==> src/rtl/rtc_cal_pkg.sv <==
package rtc_cal_pkg;
  localparam int unsigned BYTE_W = 8;
  localparam int unsigned ADDR_W = 3;
  localparam int unsigned HOUR_W = 6;
  localparam int unsigned DOW_W  = 3;

  typedef enum logic [ADDR_W-1:0] {
    A_SEC, A_MIN, A_HOUR, A_DOW, A_DATE, A_MONTH, A_YEAR, A_CENT
  } reg_addr_e;

  typedef struct packed {
    logic [BYTE_W-1:0] sec;
    logic [BYTE_W-1:0] min;
    logic [HOUR_W-1:0] hr;
    logic              mode24;
    logic              pm;
    logic [DOW_W-1:0]  dow;
    logic [BYTE_W-1:0] date;
    logic [BYTE_W-1:0] mon;
    logic [BYTE_W-1:0] yr;
    logic [BYTE_W-1:0] cent;
  } cal_t;

  function automatic logic [BYTE_W-1:0] bcd_inc(input logic [BYTE_W-1:0] v);
    logic [3:0] tens;
    tens = v[7:4] + 4'd1;
    if (v[3:0] >= 4'd9) return {tens, 4'd0};
    return {v[7:4], v[3:0] + 4'd1};
  endfunction

  function automatic logic [6:0] bcd_to_bin(input logic [BYTE_W-1:0] v);
    return 7'(v[7:4]) * 7'd10 + 7'(v[3:0]);
  endfunction
endpackage

==> src/rtl/rtc_bcd_step.sv <==
module rtc_bcd_step
  import rtc_cal_pkg::*;
(
  input  logic [BYTE_W-1:0] cur_i,
  input  logic [BYTE_W-1:0] lo_i,
  input  logic [BYTE_W-1:0] hi_i,
  output logic [BYTE_W-1:0] nxt_o,
  output logic              wrap_o
);
  // >= so an out-of-range software value still wraps
  assign wrap_o = (cur_i >= hi_i);
  assign nxt_o  = wrap_o ? lo_i : bcd_inc(cur_i);
endmodule

==> src/rtl/rtc_hour_step.sv <==
module rtc_hour_step
  import rtc_cal_pkg::*;
(
  input  logic [HOUR_W-1:0] hr_i,
  input  logic              mode24_i,
  input  logic              pm_i,
  output logic [HOUR_W-1:0] hr_o,
  output logic              pm_o,
  output logic              day_o
);
  logic [BYTE_W-1:0] inc;
  assign inc = bcd_inc({2'b00, hr_i});

  always_comb begin
    hr_o  = inc[HOUR_W-1:0];
    pm_o  = pm_i;
    day_o = 1'b0;
    if (mode24_i) begin
      if (hr_i >= 6'h23) begin
        hr_o  = '0;
        day_o = 1'b1;
      end
    end else if (hr_i == 6'h11) begin
      hr_o  = 6'h12;
      pm_o  = ~pm_i;
      day_o = pm_i;
    end else if (hr_i >= 6'h12) begin
      hr_o = 6'h01;
    end
  end
endmodule

==> src/rtl/rtc_month_len.sv <==
module rtc_month_len
  import rtc_cal_pkg::*;
(
  input  logic [BYTE_W-1:0] mon_i,
  input  logic [BYTE_W-1:0] yr_i,
  output logic [BYTE_W-1:0] last_o
);
  logic [6:0] yr_bin;
  logic       leap;
  assign yr_bin = bcd_to_bin(yr_i);
  assign leap   = (yr_bin[1:0] == 2'b00);

  always_comb begin
    unique case (mon_i)
      8'h02:                      last_o = leap ? 8'h29 : 8'h28;
      8'h04, 8'h06, 8'h09, 8'h11: last_o = 8'h30;
      default:                    last_o = 8'h31;
    endcase
  end
endmodule

==> src/rtl/rtc_cal_counter.sv <==
module rtc_cal_counter
  import rtc_cal_pkg::*;
#(
  parameter logic [BYTE_W-1:0] CENT_DEF = 8'h20,
  parameter logic [BYTE_W-1:0] CENT_ALT = 8'h19
) (
  input  logic              clk_i,
  input  logic              rst_ni,
  input  logic              tick_i,
  input  logic              pwr_lost_i,
  input  logic              wr_en_i,
  input  logic [ADDR_W-1:0] wr_addr_i,
  input  logic [BYTE_W-1:0] wr_data_i,
  input  logic [ADDR_W-1:0] rd_addr_i,
  output logic [BYTE_W-1:0] rd_data_o
);
  localparam cal_t CAL_DEF = '{
    sec: 8'h00, min: 8'h00, hr: 6'h12, mode24: 1'b0, pm: 1'b0,
    dow: '0, date: 8'h01, mon: 8'h01, yr: 8'h00, cent: CENT_DEF};
  localparam logic [BYTE_W-1:0] DOW_MAX = 8'd6;

  cal_t st_q;
  logic halted_q;

  logic [BYTE_W-1:0] sec_n, min_n, date_n, mon_n, yr_n, last_day;
  logic              sec_w, min_w, date_w, mon_w, yr_w;
  logic [HOUR_W-1:0] hr_n;
  logic              pm_n, day_c;
  logic              en_sec, en_min, en_hr, en_day, en_mon, en_yr;

  rtc_bcd_step u_sec  (.cur_i(st_q.sec),  .lo_i(8'h00), .hi_i(8'h59),
                       .nxt_o(sec_n),  .wrap_o(sec_w));
  rtc_bcd_step u_min  (.cur_i(st_q.min),  .lo_i(8'h00), .hi_i(8'h59),
                       .nxt_o(min_n),  .wrap_o(min_w));
  rtc_hour_step u_hr  (.hr_i(st_q.hr), .mode24_i(st_q.mode24), .pm_i(st_q.pm),
                       .hr_o(hr_n), .pm_o(pm_n), .day_o(day_c));
  rtc_month_len u_len (.mon_i(st_q.mon), .yr_i(st_q.yr), .last_o(last_day));
  rtc_bcd_step u_date (.cur_i(st_q.date), .lo_i(8'h01), .hi_i(last_day),
                       .nxt_o(date_n), .wrap_o(date_w));
  rtc_bcd_step u_mon  (.cur_i(st_q.mon),  .lo_i(8'h01), .hi_i(8'h12),
                       .nxt_o(mon_n),  .wrap_o(mon_w));
  rtc_bcd_step u_yr   (.cur_i(st_q.yr),   .lo_i(8'h00), .hi_i(8'h99),
                       .nxt_o(yr_n),   .wrap_o(yr_w));

  // carry chain
  assign en_sec = tick_i & ~halted_q;
  assign en_min = en_sec & sec_w;
  assign en_hr  = en_min & min_w;
  assign en_day = en_hr  & day_c;
  assign en_mon = en_day & date_w;
  assign en_yr  = en_mon & mon_w;

  always_ff @(posedge clk_i or negedge rst_ni) begin
    if (!rst_ni) begin
      st_q     <= CAL_DEF;
      halted_q <= 1'b1;
    end else if (pwr_lost_i) begin
      st_q     <= CAL_DEF;
      halted_q <= 1'b1;
    end else if (wr_en_i) begin
      halted_q <= 1'b0;
      unique case (reg_addr_e'(wr_addr_i))
        A_SEC:   st_q.sec  <= wr_data_i;
        A_MIN:   st_q.min  <= wr_data_i;
        A_HOUR: begin
          st_q.mode24 <= wr_data_i[7];
          st_q.pm     <= wr_data_i[6];
          st_q.hr     <= wr_data_i[HOUR_W-1:0];
        end
        A_DOW:   if (wr_data_i <= DOW_MAX) st_q.dow <= wr_data_i[DOW_W-1:0];
        A_DATE:  st_q.date <= wr_data_i;
        A_MONTH: st_q.mon  <= wr_data_i;
        A_YEAR:  st_q.yr   <= wr_data_i;
        A_CENT:  if (wr_data_i == CENT_DEF || wr_data_i == CENT_ALT)
                   st_q.cent <= wr_data_i;
        default: ;
      endcase
    end else begin
      if (en_sec) st_q.sec <= sec_n;
      if (en_min) st_q.min <= min_n;
      if (en_hr) begin
        st_q.hr <= hr_n;
        st_q.pm <= pm_n;
      end
      if (en_day) begin
        st_q.date <= date_n;
        st_q.dow  <= (st_q.dow >= DOW_W'(DOW_MAX)) ? '0 : st_q.dow + 1'b1;
      end
      if (en_mon) st_q.mon <= mon_n;
      if (en_yr) begin
        st_q.yr <= yr_n;
        if (yr_w) st_q.cent <= CENT_DEF;
      end
    end
  end

  always_comb begin
    unique case (reg_addr_e'(rd_addr_i))
      A_SEC:   rd_data_o = st_q.sec;
      A_MIN:   rd_data_o = st_q.min;
      A_HOUR:  rd_data_o = {st_q.mode24, st_q.pm, st_q.hr};
      A_DOW:   rd_data_o = {{(BYTE_W-DOW_W){1'b0}}, st_q.dow};
      A_DATE:  rd_data_o = st_q.date;
      A_MONTH: rd_data_o = st_q.mon;
      A_YEAR:  rd_data_o = st_q.yr;
      default: rd_data_o = st_q.cent;
    endcase
  end
endmodule

==> config.mk <==
export PLATFORM = sky130hd
export DESIGN_NAME = rtc_cal_counter
export DESIGN_NICKNAME = d
export VERILOG_FILES = /design/src/rtl/rtc_cal_pkg.sv /design/src/rtl/rtc_bcd_step.sv /design/src/rtl/rtc_hour_step.sv /design/src/rtl/rtc_month_len.sv /design/src/rtl/rtc_cal_counter.sv
export SDC_FILE = /design/constraint.sdc
export NUM_CORES = 1
export LEC_CHECK = 0
export ABC_AREA = 1
export ABC_CLOCK_PERIOD_IN_PS = 2900
export CAP_MARGIN = 25
export CORE_ASPECT_RATIO = 0.9
export CORE_MARGIN = 8
export CORE_UTILIZATION = 35
export DETAILED_ROUTE_END_ITERATION = 12
export DONT_BUFFER_PORTS = 1
export SKIP_LAST_GASP = 1
export SLEW_MARGIN = 25
export SYNTH_ARGS = -nofsm -noshare
export SYNTH_HDL_FRONTEND = slang
export SYNTH_SLANG_ARGS = --single-unit
==> constraint.sdc <==
create_clock -name clk_i -period 2.9 [get_ports clk_i]
set_clock_uncertainty 0.2 [all_clocks]
set_input_delay 0.58 -clock clk_i [delete_from_list [all_inputs] [get_ports clk_i]]
set_output_delay 0.58 -clock clk_i [all_outputs]
set_load 0.01 [all_outputs]
==> metrics.cfg <==
[outcome]
status=finished clean

[pwr]
p_per_area_mw_per_mm2=571.3
peakVddDrop_v=0.0002810
power.total_mw=3.255
leakage_nw=2.726

[setup_path]
cp.arrival_ns=2.84
worst-path-buf-inv=2
cp_cell_sequence=inv_4, ha_4, o21ai_2, o21ai_1, a32oi_1, nand2_1, o21ai_1, ha_2, nand2_1, nand2_1, nand2_1, nand2_2, nand3_4, buf_6, nand4_4, nand2_8, nand3_4, nand2_2
cp_common_cell=nand2_1
r2r_setup_slack_ns=0.1
slowest_stage=dfstp_2
required_ns=2.94
crit_family=simple AND/OR/NAND/NOR gates
rr_worst_depth=18
path_max_fanout=7
rr_endpoint=st_q[4]
cp-start-kind=flip-flop
max_stage_delay_ns=0.57
worstReg2RegStart=st_q[16]
cp-end-kind=flip-flop
path_class=reg -> reg

[logic_synthesis]
synth_top_family_by_area=simple AND/OR/NAND/NOR gates
yosys.area_share.simple_pct=29.12
synth-compound-area-share_pct=17.40
syn_area_mm2=0.004847
synthMuxAreaShare_pct=0
yosysTopAreaCellShare_pct=27.88
ys_types=39
synthAdderAreaFrac_pct=10.07
async_flop_share_pct=100.0
synth_xor_area_share_pct=3.072
synth_nets=729
ys_seq_area_share_pct=31.13
avgSynthCellArea_um2=7.224
synth_edf_count=0
synth-seq-cells=60
synth_largest_area_cell=dfrtp_1
ys.warnings.count=0
syn_inst=671
ys_top_cells_by_area=dfrtp_1 28%, nand2_1 11%, ha_1 10%, inv_1 7.4%, nand3_1 6.5%
synth_ff_type=dfrtp_1

[timing]
setup_violations=0
timing.fmax_ghz=0.3567
relSlewSlack_pct=29.47
final_max_slew_viol_count=0
finalSetupTns_ns=0
fin_crit_ns=2.804
fin_crit_sh_pct=96.68
hold_viol_final=0
tightest_slew_ns=1.051

[cells_and_area]
fill_cells=1376
areaGrowthSynthToFinish_pct=17.55
drive_above_1_share_pct=16.50
fin_nets=750
antennaDiodeCount=0

[grt]
grt_overflow=0
track_usage_pct=17.02
grt_first_pass_wirelength_mm=23.68
grt_max_degree=61
grt_pass1_vias=4471
antenna_found_initial=0

[die]
coreArea_mm2=0.01346
io_pins=27
dieHeight_um=127.6
die-area_mm2=0.01788
num_rows=40
initial_core_util_pct=36.00
fp.dieW_um=140.0

[flow_run]
drv_cap=0

[clock_tree]
clock_latency_ns=0.35
cts_buffers=9
root_buffer=clkbuf_16
clkTransAtPathRegs_ns=0.06
htreeDepth=3
cts_sinks=60
cts_tree=done
ctsLongestPathBuffers=2

[min_path]
hold_end=st_q[36]
min_path_cells=2
hold_path_class=in -> reg
min_from=wr_data_i[7]

[detailed_routing]
routed_wl_mm=15.36
via_per_inst=5.588
vias=4834
drc=0
detail_route.wl_per_cell_um=17.75
drtIter0Drc=465
ant_nets=0
firstDrtPassIters=5

[placement]
port-buffer-count=0
gp_congestion=0.9394
dp_hpwl_mm=11.58

[registers in the layout (all words and copies together), names as in the netlist]
register and cells:
halted_q 1, st_q 59
[kinds of logic after synthesis]
group / after synthesis
AND/OR/NAND/NOR: 295
AO/OA/AOI/OAI: 147
buffers and inverters: 113
flip-flops: 60
adder cells (fa/ha/maj): 39
XOR/XNOR: 17
[cell usage in the layout (no fill, tap or decap), types with 6 or more instances in the layout]
cell type | synthesis | final
a21oi_1 | 27 | 26
a31oi_1 | 12 | 12
buf_4 | 1 | 14
clkbuf_16 | 0 | 9
dfrtp_1 | 54 | 53
dfstp_2 | 6 | 6
ha_1 | 39 | 36
inv_1 | 95 | 93
inv_2 | 7 | 7
nand2_1 | 137 | 126
nand2_2 | 8 | 19
nand3_1 | 63 | 58
nand3_2 | 11 | 10
nand3_4 | 0 | 6
nand4_1 | 14 | 14
nor2_1 | 41 | 39
o21ai_0 | 57 | 53
o21ai_1 | 13 | 16
o22ai_1 | 20 | 20
xor2_1 | 12 | 12
[through the flow]
step           util [%]  setup WS, ns  cells  hold WS, ns  cell area (um2)
2_1_floorplan         -        0.2492    671      0.08441             4847
3_3_place_gp      37.68        0.1197    839      0.08859             5072
3_5_place_dp      37.68     -0.004769    839      0.08870             5072
4_1_cts           40.52     -0.001798    857       0.1764             5455
5_1_grt           42.32      -0.05843    865       0.2024             5698
6_report          42.32       0.09638    865       0.1873             5698
[cells in the mapped netlist, types with 5 or more instances]
master	number
xnor2_1	5
a31oi_1	12
nor3_1	5
ha_1	39
nand2_2	8
o22ai_1	20
dfrtp_1	54
nand2_4	5
xor2_1	12
inv_2	7
inv_1	95
o21ai_0	57
nand3_1	63
o211ai_1	5
nand3_2	11
a21oi_1	27
nand4_1	14
nor2_1	41
dfstp_2	6
o21ai_1	13
nand2_1	137
buf_2	6
[worst max-delay path by stage]
stage | startpoint | end | slack [ns] | depth (start not counted)
2_1_floorplan | st_q[16] | st_q[8] | 0.25 | 17
3_3_place_gp | st_q[16] | st_q[31] | 0.12 | 17
3_5_place_dp | st_q[16] | st_q[19] | -0.005 | 17
4_1_cts | st_q[16] | st_q[19] | -0.002 | 17
5_1_grt | st_q[16] | st_q[4] | -0.06 | 18
6_report | st_q[16] | st_q[4] | 0.1 | 18
[routing by layer]
| metal | track usage, % | vias to the layer above | wire, um | share of wire (%) |
|---|---|---|---|---|
| met5 | 0 | - | 0 | 0 |
| met4 | 8.546 | 0 | 514 | 3.3 |
| met3 | 3.276 | 39 | 1141 | 7.4 |
| met2 | 27.90 | 182 | 7160 | 47 |
| met1 | 21.06 | 2325 | 6539 | 43 |
| li1 | - | 2288 | - | - |
[power by group]
part           leakage (nW)  internal (mW)  switching (mW)
combinational          1.79          0.325           0.603
sequential            0.776          0.955           0.146
clock                 0.162          0.822           0.403
[worst reg2reg max path: stages, from the launching register on]
cell and delay (ns):
dfstp_2 0.57, inv_4 0.06, ha_4 0.16, o21ai_2 0.14, o21ai_1 0.10, a32oi_1 0.19
nand2_1 0.08, o21ai_1 0.08, ha_2 0.18, nand2_1 0.05, nand2_1 0.07, nand2_1 0.06
nand2_2 0.08, nand3_4 0.12, buf_6 0.14, nand4_4 0.14, nand2_8 0.10, nand3_4 0.13
nand2_2 0.06
[what timing repair did]
action                                 in CTS  in global routing
buffers inserted                            0                  8
endpoints found under the hold margin      60                  0
hold buffers                                2                  0
setup endpoints to repair                  10                 31
pin swaps                                   0                 23
gates resized for setup                     1                 49
gates cloned                                0                  1
[layout make-up]
cell class	instances	area, um2	area share [%]
Multi-Input combinational cell	499	3072	53.91
Sequential cell	60	1510	26.50
Inverter	103	391.6	6.873
Clock buffer	13	270.3	4.743
Tap cell	168	210.2	3.689
Timing Repair Buffer	19	176.4	3.096
Clock inverter	3	67.56	1.186
Note: power is estimated with default switching activity, not from simulation.
